[config.mk]
export PLATFORM = sky130hd
export DESIGN_NAME = rtc_bcd_calendar
export DESIGN_NICKNAME = d
export VERILOG_FILES = /design/src/rtl/rtc_pkg.sv /design/src/rtl/rtc_prescaler.sv /design/src/rtl/rtc_time_counter.sv /design/src/rtl/rtc_date_counter.sv /design/src/rtl/rtc_bcd_calendar.sv
export SDC_FILE = /design/constraint.sdc
export NUM_CORES = 1
export LEC_CHECK = 0
export BUFFER_PORTS_ARGS = -buffer_cell sky130_fd_sc_hd__buf_4
export CELL_PAD_IN_SITES_DETAIL_PLACEMENT = 1
export CELL_PAD_IN_SITES_GLOBAL_PLACEMENT = 1
export CORE_ASPECT_RATIO = 0.5
export CORE_MARGIN = 2
export CORE_UTILIZATION = 30
export CTS_CLUSTER_SIZE = 16
export DETAILED_ROUTE_END_ITERATION = 16
export PLACE_DENSITY_LB_ADDON = 0.05
export SKIP_CTS_REPAIR_TIMING = 1
export SLEW_MARGIN = 25
export SYNTH_ARGS = -nofsm -noshare
export SYNTH_HDL_FRONTEND = slang
export SYNTH_SLANG_ARGS = --single-unit
[constraint.sdc]
create_clock -name clk -period 3.5 [get_ports clk]
set_input_delay 0.875 -clock clk [delete_from_list [all_inputs] [get_ports clk]]
set_output_delay 0.875 -clock clk [all_outputs]
set_load 0.02 [all_outputs]
[src/rtl/rtc_pkg.sv]
package rtc_pkg;

  typedef enum logic [2:0] {
    RA_SEC   = 3'd0,
    RA_MIN   = 3'd1,
    RA_HOUR  = 3'd2,
    RA_WDAY  = 3'd3,
    RA_DATE  = 3'd4,
    RA_MONTH = 3'd5,
    RA_YEAR  = 3'd6,
    RA_CTRL  = 3'd7
  } rtc_addr_e;

  localparam int HALT_BIT   = 7;
  localparam int H12_BIT    = 6;
  localparam int PM_BIT     = 5;

  // BCD +1 on a two-digit byte; callers handle field wrap
  function automatic logic [7:0] bcd_inc(input logic [7:0] v);
    logic [7:0] r;
    if (v[3:0] == 4'd9) r = {v[7:4] + 4'd1, 4'd0};
    else                r = {v[7:4], v[3:0] + 4'd1};
    return r;
  endfunction

  // BCD year divisible by four
  function automatic logic year_is_leap(input logic [7:0] y);
    logic u048, u26;
    u048 = (y[3:0] == 4'd0) || (y[3:0] == 4'd4) || (y[3:0] == 4'd8);
    u26  = (y[3:0] == 4'd2) || (y[3:0] == 4'd6);
    return y[4] ? u26 : u048;
  endfunction

  function automatic logic [7:0] month_last_day(input logic [7:0] m,
                                                input logic       leap);
    logic [7:0] r;
    case (m)
      8'h02:                      r = leap ? 8'h29 : 8'h28;
      8'h04, 8'h06, 8'h09, 8'h11: r = 8'h30;
      default:                    r = 8'h31;
    endcase
    return r;
  endfunction

endpackage

[src/rtl/rtc_prescaler.sv]
module rtc_prescaler #(
  parameter int PRESC_W = 15
) (
  input  logic               clk,
  input  logic               rst_n,
  input  logic               osc_en_i,
  input  logic               halt_i,
  input  logic               clear_i,
  output logic               tick_o,
  output logic [PRESC_W-1:0] cnt_o
);

  localparam logic [PRESC_W-1:0] CNT_LAST = '1;

  logic [PRESC_W-1:0] cnt_q, cnt_d;
  logic               step;

  assign step = osc_en_i && !halt_i;

  always_comb begin
    cnt_d = cnt_q;
    if (clear_i)   cnt_d = '0;
    else if (step) cnt_d = cnt_q + 1'b1;
  end

  always_ff @(posedge clk or negedge rst_n) begin
    if (!rst_n) cnt_q <= '0;
    else        cnt_q <= cnt_d;
  end

  assign tick_o = step && !clear_i && (cnt_q == CNT_LAST);
  assign cnt_o  = cnt_q;

endmodule

[src/rtl/rtc_time_counter.sv]
module rtc_time_counter
  import rtc_pkg::*;
(
  input  logic       clk,
  input  logic       rst_n,
  input  logic       tick_i,
  input  logic       wr_sec_i,
  input  logic       wr_min_i,
  input  logic       wr_hour_i,
  input  logic [7:0] wdata_i,
  output logic [7:0] sec_o,
  output logic [7:0] min_o,
  output logic [7:0] hour_o,
  output logic       day_roll_o
);

  logic [7:0] sec_q, sec_d;
  logic [7:0] min_q, min_d;
  logic [7:0] hour_q, hour_d;
  logic [7:0] hour_adv;
  logic       hour_midnight;
  logic       sec_wrap, min_wrap;
  logic       min_step, hour_step;

  assign sec_wrap  = (sec_q == 8'h59);
  assign min_wrap  = (min_q == 8'h59);
  assign min_step  = tick_i && sec_wrap;
  assign hour_step = min_step && min_wrap;

  // successor of the hour byte in either format
  always_comb begin
    logic [7:0] hr;
    logic [7:0] inc;
    hour_adv      = hour_q;
    hour_midnight = 1'b0;
    if (hour_q[H12_BIT]) begin
      hr  = {3'b000, hour_q[4:0]};
      inc = bcd_inc(hr);
      if (hr == 8'h11) begin
        hour_adv      = {1'b0, 1'b1, ~hour_q[PM_BIT], 5'h12};
        hour_midnight = hour_q[PM_BIT];
      end else if (hr == 8'h12) begin
        hour_adv = {1'b0, 1'b1, hour_q[PM_BIT], 5'h01};
      end else begin
        hour_adv = {1'b0, 1'b1, hour_q[PM_BIT], inc[4:0]};
      end
    end else begin
      hr  = {2'b00, hour_q[5:0]};
      inc = bcd_inc(hr);
      if (hr == 8'h23) begin
        hour_adv      = 8'h00;
        hour_midnight = 1'b1;
      end else begin
        hour_adv = {2'b00, inc[5:0]};
      end
    end
  end

  always_comb begin
    sec_d  = sec_q;
    min_d  = min_q;
    hour_d = hour_q;
    if (tick_i)    sec_d  = sec_wrap ? 8'h00 : bcd_inc(sec_q);
    if (min_step)  min_d  = min_wrap ? 8'h00 : bcd_inc(min_q);
    if (hour_step) hour_d = hour_adv;
    if (wr_sec_i)  sec_d  = wdata_i;
    if (wr_min_i)  min_d  = wdata_i;
    if (wr_hour_i) hour_d = {1'b0, wdata_i[6:0]};
  end

  always_ff @(posedge clk or negedge rst_n) begin
    if (!rst_n) begin
      sec_q  <= 8'h00;
      min_q  <= 8'h00;
      hour_q <= 8'h00;
    end else begin
      sec_q  <= sec_d;
      min_q  <= min_d;
      hour_q <= hour_d;
    end
  end

  assign sec_o      = sec_q;
  assign min_o      = min_q;
  assign hour_o     = hour_q;
  assign day_roll_o = hour_step && hour_midnight;

endmodule

[src/rtl/rtc_date_counter.sv]
module rtc_date_counter
  import rtc_pkg::*;
(
  input  logic       clk,
  input  logic       rst_n,
  input  logic       day_roll_i,
  input  logic       wr_wday_i,
  input  logic       wr_date_i,
  input  logic       wr_month_i,
  input  logic       wr_year_i,
  input  logic [7:0] wdata_i,
  output logic [7:0] wday_o,
  output logic [7:0] date_o,
  output logic [7:0] month_o,
  output logic [7:0] year_o
);

  logic [2:0] wday_q, wday_d;
  logic [7:0] date_q, date_d;
  logic [7:0] month_q, month_d;
  logic [7:0] year_q, year_d;
  logic [7:0] last_day;
  logic       date_wrap, month_wrap;
  logic       month_step, year_step;

  assign last_day   = month_last_day(month_q, year_is_leap(year_q));
  assign date_wrap  = (date_q == last_day);
  assign month_wrap = (month_q == 8'h12);
  assign month_step = day_roll_i && date_wrap;
  assign year_step  = month_step && month_wrap;

  always_comb begin
    wday_d  = wday_q;
    date_d  = date_q;
    month_d = month_q;
    year_d  = year_q;
    if (day_roll_i) begin
      wday_d = (wday_q == 3'd7) ? 3'd1 : wday_q + 3'd1;
      date_d = date_wrap ? 8'h01 : bcd_inc(date_q);
    end
    if (month_step) month_d = month_wrap ? 8'h01 : bcd_inc(month_q);
    if (year_step)  year_d  = (year_q == 8'h99) ? 8'h00 : bcd_inc(year_q);
    if (wr_wday_i)  wday_d  = wdata_i[2:0];
    if (wr_date_i)  date_d  = wdata_i;
    if (wr_month_i) month_d = wdata_i;
    if (wr_year_i)  year_d  = wdata_i;
  end

  always_ff @(posedge clk or negedge rst_n) begin
    if (!rst_n) begin
      wday_q  <= 3'd1;
      date_q  <= 8'h01;
      month_q <= 8'h01;
      year_q  <= 8'h00;
    end else begin
      wday_q  <= wday_d;
      date_q  <= date_d;
      month_q <= month_d;
      year_q  <= year_d;
    end
  end

  assign wday_o  = {5'b00000, wday_q};
  assign date_o  = date_q;
  assign month_o = month_q;
  assign year_o  = year_q;

endmodule

[src/rtl/rtc_bcd_calendar.sv]
module rtc_bcd_calendar
  import rtc_pkg::*;
#(
  parameter int PRESC_W = 15
) (
  input  logic       clk,
  input  logic       rst_n,
  input  logic       osc_en_i,
  input  logic       reg_wr_i,
  input  logic [2:0] reg_addr_i,
  input  logic [7:0] reg_wdata_i,
  output logic [7:0] reg_rdata_o,
  output logic       sec_tick_o
);

  localparam int NUM_REGS = 8;

  logic [NUM_REGS-1:0] wr_sel;
  logic                halt_q, halt_d;
  logic                sec_wr;
  logic                tick_w;
  logic                day_roll_w;
  logic [PRESC_W-1:0]  presc_cnt_w;
  logic [7:0] sec_w, min_w, hour_w, wday_w, date_w, month_w, year_w;

  for (genvar i = 0; i < NUM_REGS; i++) begin : g_wsel
    assign wr_sel[i] = reg_wr_i && (reg_addr_i == i[2:0]);
  end

  assign sec_wr = wr_sel[RA_SEC];

  always_comb begin
    halt_d = halt_q;
    if (wr_sel[RA_CTRL]) halt_d = reg_wdata_i[HALT_BIT];
  end

  always_ff @(posedge clk or negedge rst_n) begin
    if (!rst_n) halt_q <= 1'b1;
    else        halt_q <= halt_d;
  end

  rtc_prescaler #(.PRESC_W(PRESC_W)) u_presc (
    .clk      (clk),
    .rst_n    (rst_n),
    .osc_en_i (osc_en_i),
    .halt_i   (halt_q),
    .clear_i  (sec_wr),
    .tick_o   (tick_w),
    .cnt_o    (presc_cnt_w)
  );

  rtc_time_counter u_time (
    .clk        (clk),
    .rst_n      (rst_n),
    .tick_i     (tick_w),
    .wr_sec_i   (sec_wr),
    .wr_min_i   (wr_sel[RA_MIN]),
    .wr_hour_i  (wr_sel[RA_HOUR]),
    .wdata_i    (reg_wdata_i),
    .sec_o      (sec_w),
    .min_o      (min_w),
    .hour_o     (hour_w),
    .day_roll_o (day_roll_w)
  );

  rtc_date_counter u_date (
    .clk        (clk),
    .rst_n      (rst_n),
    .day_roll_i (day_roll_w),
    .wr_wday_i  (wr_sel[RA_WDAY]),
    .wr_date_i  (wr_sel[RA_DATE]),
    .wr_month_i (wr_sel[RA_MONTH]),
    .wr_year_i  (wr_sel[RA_YEAR]),
    .wdata_i    (reg_wdata_i),
    .wday_o     (wday_w),
    .date_o     (date_w),
    .month_o    (month_w),
    .year_o     (year_w)
  );

  always_comb begin
    case (rtc_addr_e'(reg_addr_i))
      RA_SEC:   reg_rdata_o = sec_w;
      RA_MIN:   reg_rdata_o = min_w;
      RA_HOUR:  reg_rdata_o = hour_w;
      RA_WDAY:  reg_rdata_o = wday_w;
      RA_DATE:  reg_rdata_o = date_w;
      RA_MONTH: reg_rdata_o = month_w;
      RA_YEAR:  reg_rdata_o = year_w;
      default:  reg_rdata_o = {halt_q, 7'b0000000};
    endcase
  end

  assign sec_tick_o = tick_w;

endmodule

==> summary.md, run 1 <==
| Metric | Value |
|---|---|
| PD cells | 489 mW/mm^2 |
| Total die area | 0.0172 sq mm |
| Top_reg_cell synth | dfrtp_1 |
| Final Slew Violations | 0 |
| CTS max path bufs | 2 |
| Synthesized cell area | 0.00483 sq mm |
| WL final | 16.8 mm |
| Design area | 0.00558 sq mm |
| DR pass1 iterations | 4 |
| Initial DRC count | 228 |
| Final ANT Viol Nets | 0 |
| Setup TNS | 0 ps |
| GP Congestion | 0.829 |
| Clock sink total | 66 |
| RSZ-0062 raised after global routing | no |
| Worst hold path class | input pin to asynchronous set/reset pin |
| PortBufs | 23 |
| Final setup violating endpoints | 0 |
| Max Cap Viol | 0 |
| Async set-or-reset flop fraction in the synthesized netlist | 1.00 |
| First-pass GRT wire length | 26.8 mm |
| Status | complete, no violations |
| FP Rows | 32 |
| Avg WL per Cell | 20.9 microns |
| Worst VDD drop | 0.258 mV |
| Critical path type | input pin to output pin |
| CTS tree | yes |
| H-tree levels | 3 |
| Yosys warns | 0 |
| Worst setup EP type | output pin |
| DRC errors left | 0 |
| Leading area contributor after synthesis | dfrtp_1 |
| Core ar. | 0.0156 sq mm |
| Final Cycle Share | 0.867 |
| DP HPWL | 12.3 mm |
| Vias | 4432 |
| Final worst slack | 466 ps |
| Worst-Skew Late Latency | 350 ps |
| Slew headroom | 0.548 |
| Leak | 2.21 nW |
| Share of cells above drive strength 1 | 0.155 |
| Vias in the first global route | 4442 |
| DP Area | 0.00528 sq mm |
| CTS clk-pin slew, worst paths | 60 ps |
| Synth area leaders | dfrtp_1 32%, nor2_1 5.4%, ha_1 5.2% |
| Antenna diode count | 0 |
| Multi-input logic area | 0.00299 sq mm |
| Seq. cell area | 0.00166 sq mm |
| Worst-path maximum fanout | 20 |
| Yosys cell types | 75 |
| Clock Skew | 7.23 ps |
| Worst-margin pin slew | 678 ps |
| Synth top area share | 0.321 |
| Worst endpoint required time | 2620 ps |
| DIE WIDTH | 184 microns |
| Register area share after synthesis | 0.343 |
| Root cell of the clock tree | clkbuf_16 |
| Number of nets in the layout | 631 |
| Total CTS buffers | 9 |
| Critical path startpoint category | input pin |
| Fillers | 1835 |
| Initial core utilization | 0.310 |
| Chip Height | 93.8 microns |
| Fin. Hold Viols | 0 |
| Post-Syn Instances | 570 |
| Setup WS pre-CTS | 444 ps |
| Area Growth Syn to Fin | 15.5% |
| Mean post-synth cell area | 8.48 sq um |
| Ports | 24 |
| Mapped Nets | 605 |
| Synth Register Bits | 66 |
| Tmin final | 3030 ps |
| Fmax | 0.330 GHz |
| Via/cell ratio | 5.51 |
| GRT Overall Usage | 0.209 |
| Initial antenna violation count | 0 |
| Overflow after GRT | 0 |
| Largest net degree at the start of global routing | 67 |
| EDFF count, synth | 0 |
| Crit path DAT | 2160 ps |
[registers in the layout, indices dropped and copies added (netlist names)]
name            flops
u_date.wday_q       3
halt_q              1
u_date.year_o       8
u_time.hour_o       7
u_date.date_o       8
u_presc.cnt_o      15
u_time.sec_o        8
u_time.min_o        8
u_date.month_o      8
[final timing paths]
| path | from | end | slack (ps) | depth (start not counted) |
|---|---|---|---|---|
| setup reg to reg | u_date.month_o[4] | u_date.year_o[6] | 590 | 8 |
| min in group clk | u_presc.cnt_o[13] | u_presc.cnt_o[13] | 550 | 2 |
| max in group asynchronous | rst_n | u_presc.cnt_o[13] | 2490 | 1 |
| setup / recovery | reg_addr_i[1] | reg_rdata_o[1] | 470 | 6 |
| hold / removal | rst_n | u_date.year_o[2] | 530 | 1 |
| hold reg to reg | u_presc.cnt_o[13] | u_presc.cnt_o[13] | 550 | 2 |
[cell usage after synthesis, types with 3 or more instances]
master and number:
a2111oi_0 4, a211oi_1 6, a21oi_1 30, a22oi_1 7, a31oi_1 10, and2_1 3
and3_1 7, buf_1 3, buf_2 5, clkbuf_1 15, dfrtp_1 62, dfstp_2 4
ha_1 20, inv_1 24, mux2_2 9, mux2i_1 13, mux4_2 4, nand2_1 64
nand2b_1 10, nand3_1 18, nand3b_1 8, nand4_1 13, nand4b_1 3, nor2_1 70
nor2b_1 7, nor3_1 13, nor3b_1 3, nor4_1 3, o211ai_1 3, o21a_1 3
o21ai_0 43, o22ai_1 5, o31ai_1 7, xnor2_1 11, xor2_1 8
[critical path, cell delays in order]
cell     delay [ps]
buf_4           190
buf_4           200
nor2b_1         320
a21oi_1         140
o21ai_0         230
buf_4           190
[where the power goes]
part | internal, W | switching, W
Clock | 0.000550 | 0.000383
Combinational | 0.000297 | 0.000359
Sequential | 0.000901 | 0.000238
[cell families (layout without fill, tap and decap cells)]
family | Yosys count | in the layout | synth area share
AOI/OAI and AO/OA | 148 | 148 | 0.203
xor gates and xnor gates | 19 | 19 | 0.0344
adders and majority gates | 20 | 20 | 0.0518
buffers and inverters | 49 | 80 | 0.0409
DFF | 66 | 66 | 0.343
muxes | 26 | 26 | 0.0665
and+or+nand+nor | 242 | 242 | 0.260
[final cells by class]
| cell class | count | share of cell area |
|---|---|---|
| Multi-Input combinational cell | 455 | 0.535 |
| Clock buffer | 9 | 0.0403 |
| Sequential cell | 66 | 0.297 |
| Tap cell | 204 | 0.0457 |
| Timing Repair Buffer | 39 | 0.0531 |
| Inverter | 25 | 0.0168 |
| Clock inverter | 7 | 0.0126 |
[per-stage QoR]
| stage | util | cells | power, W | hold WS, ps |
|---|---|---|---|---|
| floorplan | - | 570 | 0.00153 | 497 |
| global placement | 0.339 | 789 | 0.00180 | 532 |
| detailed placement | 0.339 | 789 | 0.00181 | 544 |
| CTS | 0.358 | 805 | 0.00276 | 552 |
| global route | 0.358 | 805 | 0.00289 | 573 |
| finish | 0.358 | 805 | 0.00273 | 534 |
[cells in the final DEF (no fill, tap or decap), types with 5 or more instances in the layout]
cell type and n:
clkbuf_16 9, a21oi_1 30, ha_1 20, a211oi_1 6, dfrtp_1 62, buf_4 38
nor2b_1 7, o22ai_1 5, mux2_2 9, o31ai_1 7, o21ai_0 43, nand4_1 13
nor2_1 70, mux2i_1 13, inv_1 24, nand2_1 64, and3_1 7, nand2b_1 10
a22oi_1 7, nor3_1 13, nand3_1 18, nand3b_1 8, xor2_1 8, xnor2_1 11
a31oi_1 10
[metal layers]
metal	wire length [microns]	vias up	global-route usage	share of wire
met3	652	17	0.0461	0.039
met4	201	0	0.0467	0.012
met2	7090	45	0.313	0.42
met1	8870	2230	0.306	0.53
met5	0	-	0	0
li1	-	2140	-	-
(Power assumes the default switching activity.)
==> run 2, diff against run 1 <==
- CORE_UTILIZATION: 30 -> 48
- RECOVER_POWER: not set -> 100
==> run 2 against run 1 <==
The run now ends with capacitance limit, slew limit left. Global-route usage rose by 8.8 points. Flip-flop and latch count did not move. Clock-buffer cell count rose by 1. Routed wire length fell by 8.6%. Cell count fell by 9.2%. Largest cell class unchanged.
==> summary.md, run 2 (synthesized netlist as in run 1, its figures left out) <==
| Metric | Value |
|---|---|
| Critical path startpoint category | flip-flop (was input pin) |
| CTS max path bufs | 2 (unchanged) |
| Clock group share of total power | 0.359 (was 0.342) |
| Multi-input logic area | 0.00295 sq mm (was 0.00299 sq mm) |
| Leak | 2.13 nW (was 2.21 nW) |
| Worst hold path class | flip-flop to flip-flop (was input pin to asynchronous set/reset pin) |
| Share of cells above drive strength 1 | 0.111 (was 0.155) |
| Root cell of the clock tree | clkbuf_16 (unchanged) |
| Fillers | 1170 (was 1835) |
| Worst-path maximum fanout | 14 (was 20) |
| Total CTS buffers | 9 (unchanged) |
| Crit path DAT | 3390 ps (was 2160 ps) |
| Worst endpoint required time | 3760 ps (was 2620 ps) |
| CP peak stage delay | 570 ps (was 320 ps) |
| GRT Overall Usage | 0.298 (was 0.209) |
| Fin. Hold Viols | 0 (unchanged) |
| Most common cell after layout, fill and taps aside | nor2_1 (unchanged) |
| First-pass GRT wire length | 24.9 mm (was 26.8 mm) |
| PD cells | 512 mW/mm^2 (was 489 mW/mm^2) |
| Most frequent cells in the layout | 70 x nor2_1, 64 x nand2_1, 62 x dfrtp_1 (unchanged) |
| Max Cap Viol | 1 (was 0) |
| CTS tree | yes (unchanged) |
| Number of nets in the layout | 626 (was 631) |
| Vias | 4531 (was 4432) |
| Switch share | 0.347 (was 0.359) |
| Initial DRC count | 308 (was 228) |
| Largest net degree at the start of global routing | 67 (unchanged) |
| Fmax | 0.319 GHz (was 0.330 GHz) |
| Total die area | 0.0109 sq mm (was 0.0172 sq mm) |
| Max FFs per register | 15 (unchanged) |
| Final ANT Viol Nets | 0 (unchanged) |
| RSZ-0062 raised after global routing | no (unchanged) |
| Seq. cell area | 0.00166 sq mm (unchanged) |
| Area Growth Syn to Fin | 11.5% (was 15.5%) |
| Violated checks | capacitance limit, slew limit |
| Comb pwr share | 0.228 (was 0.240) |
| Register share of total power | 0.414 (was 0.418) |
| GP Congestion | 0.891 (was 0.829) |
| Via/cell ratio | 6.20 (was 5.51) |
| Clock Skew | 6.78 ps (was 7.23 ps) |
| Avg WL per Cell | 21.0 microns (was 20.9 microns) |
| PortBufs | 23 (unchanged) |
| Final Cycle Share | 0.896 (was 0.867) |
| Status | finished, violations left (was complete, no violations) |
| Antenna diode count | 0 (unchanged) |
| DIE WIDTH | 146 microns (was 184 microns) |
| Overflow after GRT | 0 (unchanged) |
| Worst VDD drop | 0.299 mV (was 0.258 mV) |
| Final Slew Violations | 67 (was 0) |
| CP Cell Sequence | inv_1, ha_1, or3b_1, and4bb_1, o211ai_1, mux2_1, or4_1, a31oi_1 (was buf_4, buf_4, nor2b_1, a21oi_1, o21ai_0, buf_4) |
| Vias in the first global route | 4575 (was 4442) |
| Initial antenna violation count | 0 (unchanged) |
| Initial core utilization | 0.503 (was 0.310) |
| Crit-path leading delay family | simple AND/OR/NAND/NOR gates (was buffers and inverters) |
| Final setup violating endpoints | 0 (unchanged) |
| Worst path bufs/invs | 1 (was 3) |
| H-tree levels | 3 (unchanged) |
| Setup TNS | 0 ps (unchanged) |
| Clock sink total | 66 (unchanged) |
| DRC errors left | 0 (unchanged) |
| Switch Pwr | 0.000957 W (was 0.000980 W) |
| Worst path slowest cell | or4_1 (was nor2b_1) |
| Worst-Skew Late Latency | 340 ps (was 350 ps) |
| Worst-margin pin slew | 1730 ps (was 678 ps) |
| FP Rows | 25 (was 32) |
| DR pass1 iterations | 4 (unchanged) |
| CTS clk-pin slew, worst paths | 60 ps (about the same) |
| Worst setup EP type | flip-flop (was output pin) |
| Core ar. | 0.00960 sq mm (was 0.0156 sq mm) |
| Ports | 24 (unchanged) |
| WL final | 15.4 mm (was 16.8 mm) |
| Internal power | 0.00180 W (was 0.00175 W) |
| Critical path type | flip-flop to flip-flop (was input pin to output pin) |
| Tmin final | 3140 ps (was 3030 ps) |
| Slew headroom | -0.156 (was 0.548) |
| Chip Height | 75.0 microns (was 93.8 microns) |
| DP HPWL | 11.1 mm (was 12.3 mm) |
| Power Total | 0.00276 W (was 0.00273 W) |
-- run 2: cell count changes in the layout (fill, tap and decap cells not counted), moves of 2 or more --
cell       delta
clkinv_2      -2
buf_4        -19
a2111oi_0     +2
clkbuf_1     +15
-- run 2: power groups by stage --
stage	clock network (W)	logic (W)	registers, W
final	0.000990	0.000628	0.00114
after CTS	0.00100	0.000651	0.00113
after floorplan	0	0.000498	0.00103
after global placement	0	0.000610	0.00114
after detailed placement	0	0.000641	0.00115
after global routing	0.00103	0.000711	0.00116
-- run 2: cell type report --
type | count | share of cell area
repair buffers | 34 | 0.0372
inverters | 25 | 0.0174
well taps | 135 | 0.0314
clock buffers | 10 | 0.0425
multi-input cells | 455 | 0.547
clock inverters | 6 | 0.0167
flip-flops and latches | 66 | 0.307
-- run 2: worst paths after layout --
check	from	to	slack (ps)	depth (start not counted)
worst max-delay path	u_date.month_o[4]	u_date.month_o[7]	360	8
worst min-delay path	u_presc.cnt_o[7]	u_presc.cnt_o[7]	540	2
worst max register to register	u_date.month_o[4]	u_date.month_o[7]	360	8
worst min register to register	u_presc.cnt_o[7]	u_presc.cnt_o[7]	540	2
max in group asynchronous	rst_n	u_date.month_o[1]	1480	1
min in group asynchronous	rst_n	u_presc.cnt_o[0]	960	1
-- run 2: per-layer routing --
layer,routed length (microns),track usage
met3,1020,0.0764
met4,303,0.0969
met1,7080,0.393
met5,0,0
met2,6960,0.492
-- run 2: worst min-delay path, cell delays in order, from the launching register on --
cell and delay [ps]:
dfrtp_1 360, xor2_1 70, nor2_1 70
-- run 2: per-stage QoR --
step	hold slack (ps)	util	area (sq um)	setup WS, ps	cells
4_1_cts	546	0.571	5480	465	731
3_3_place_gp	521	0.537	5160	545	715
5_1_grt	592	0.561	5390	188	731
3_5_place_dp	528	0.537	5160	460	715
2_1_floorplan	497	-	4830	433	570
6_report	543	0.561	5390	364	731
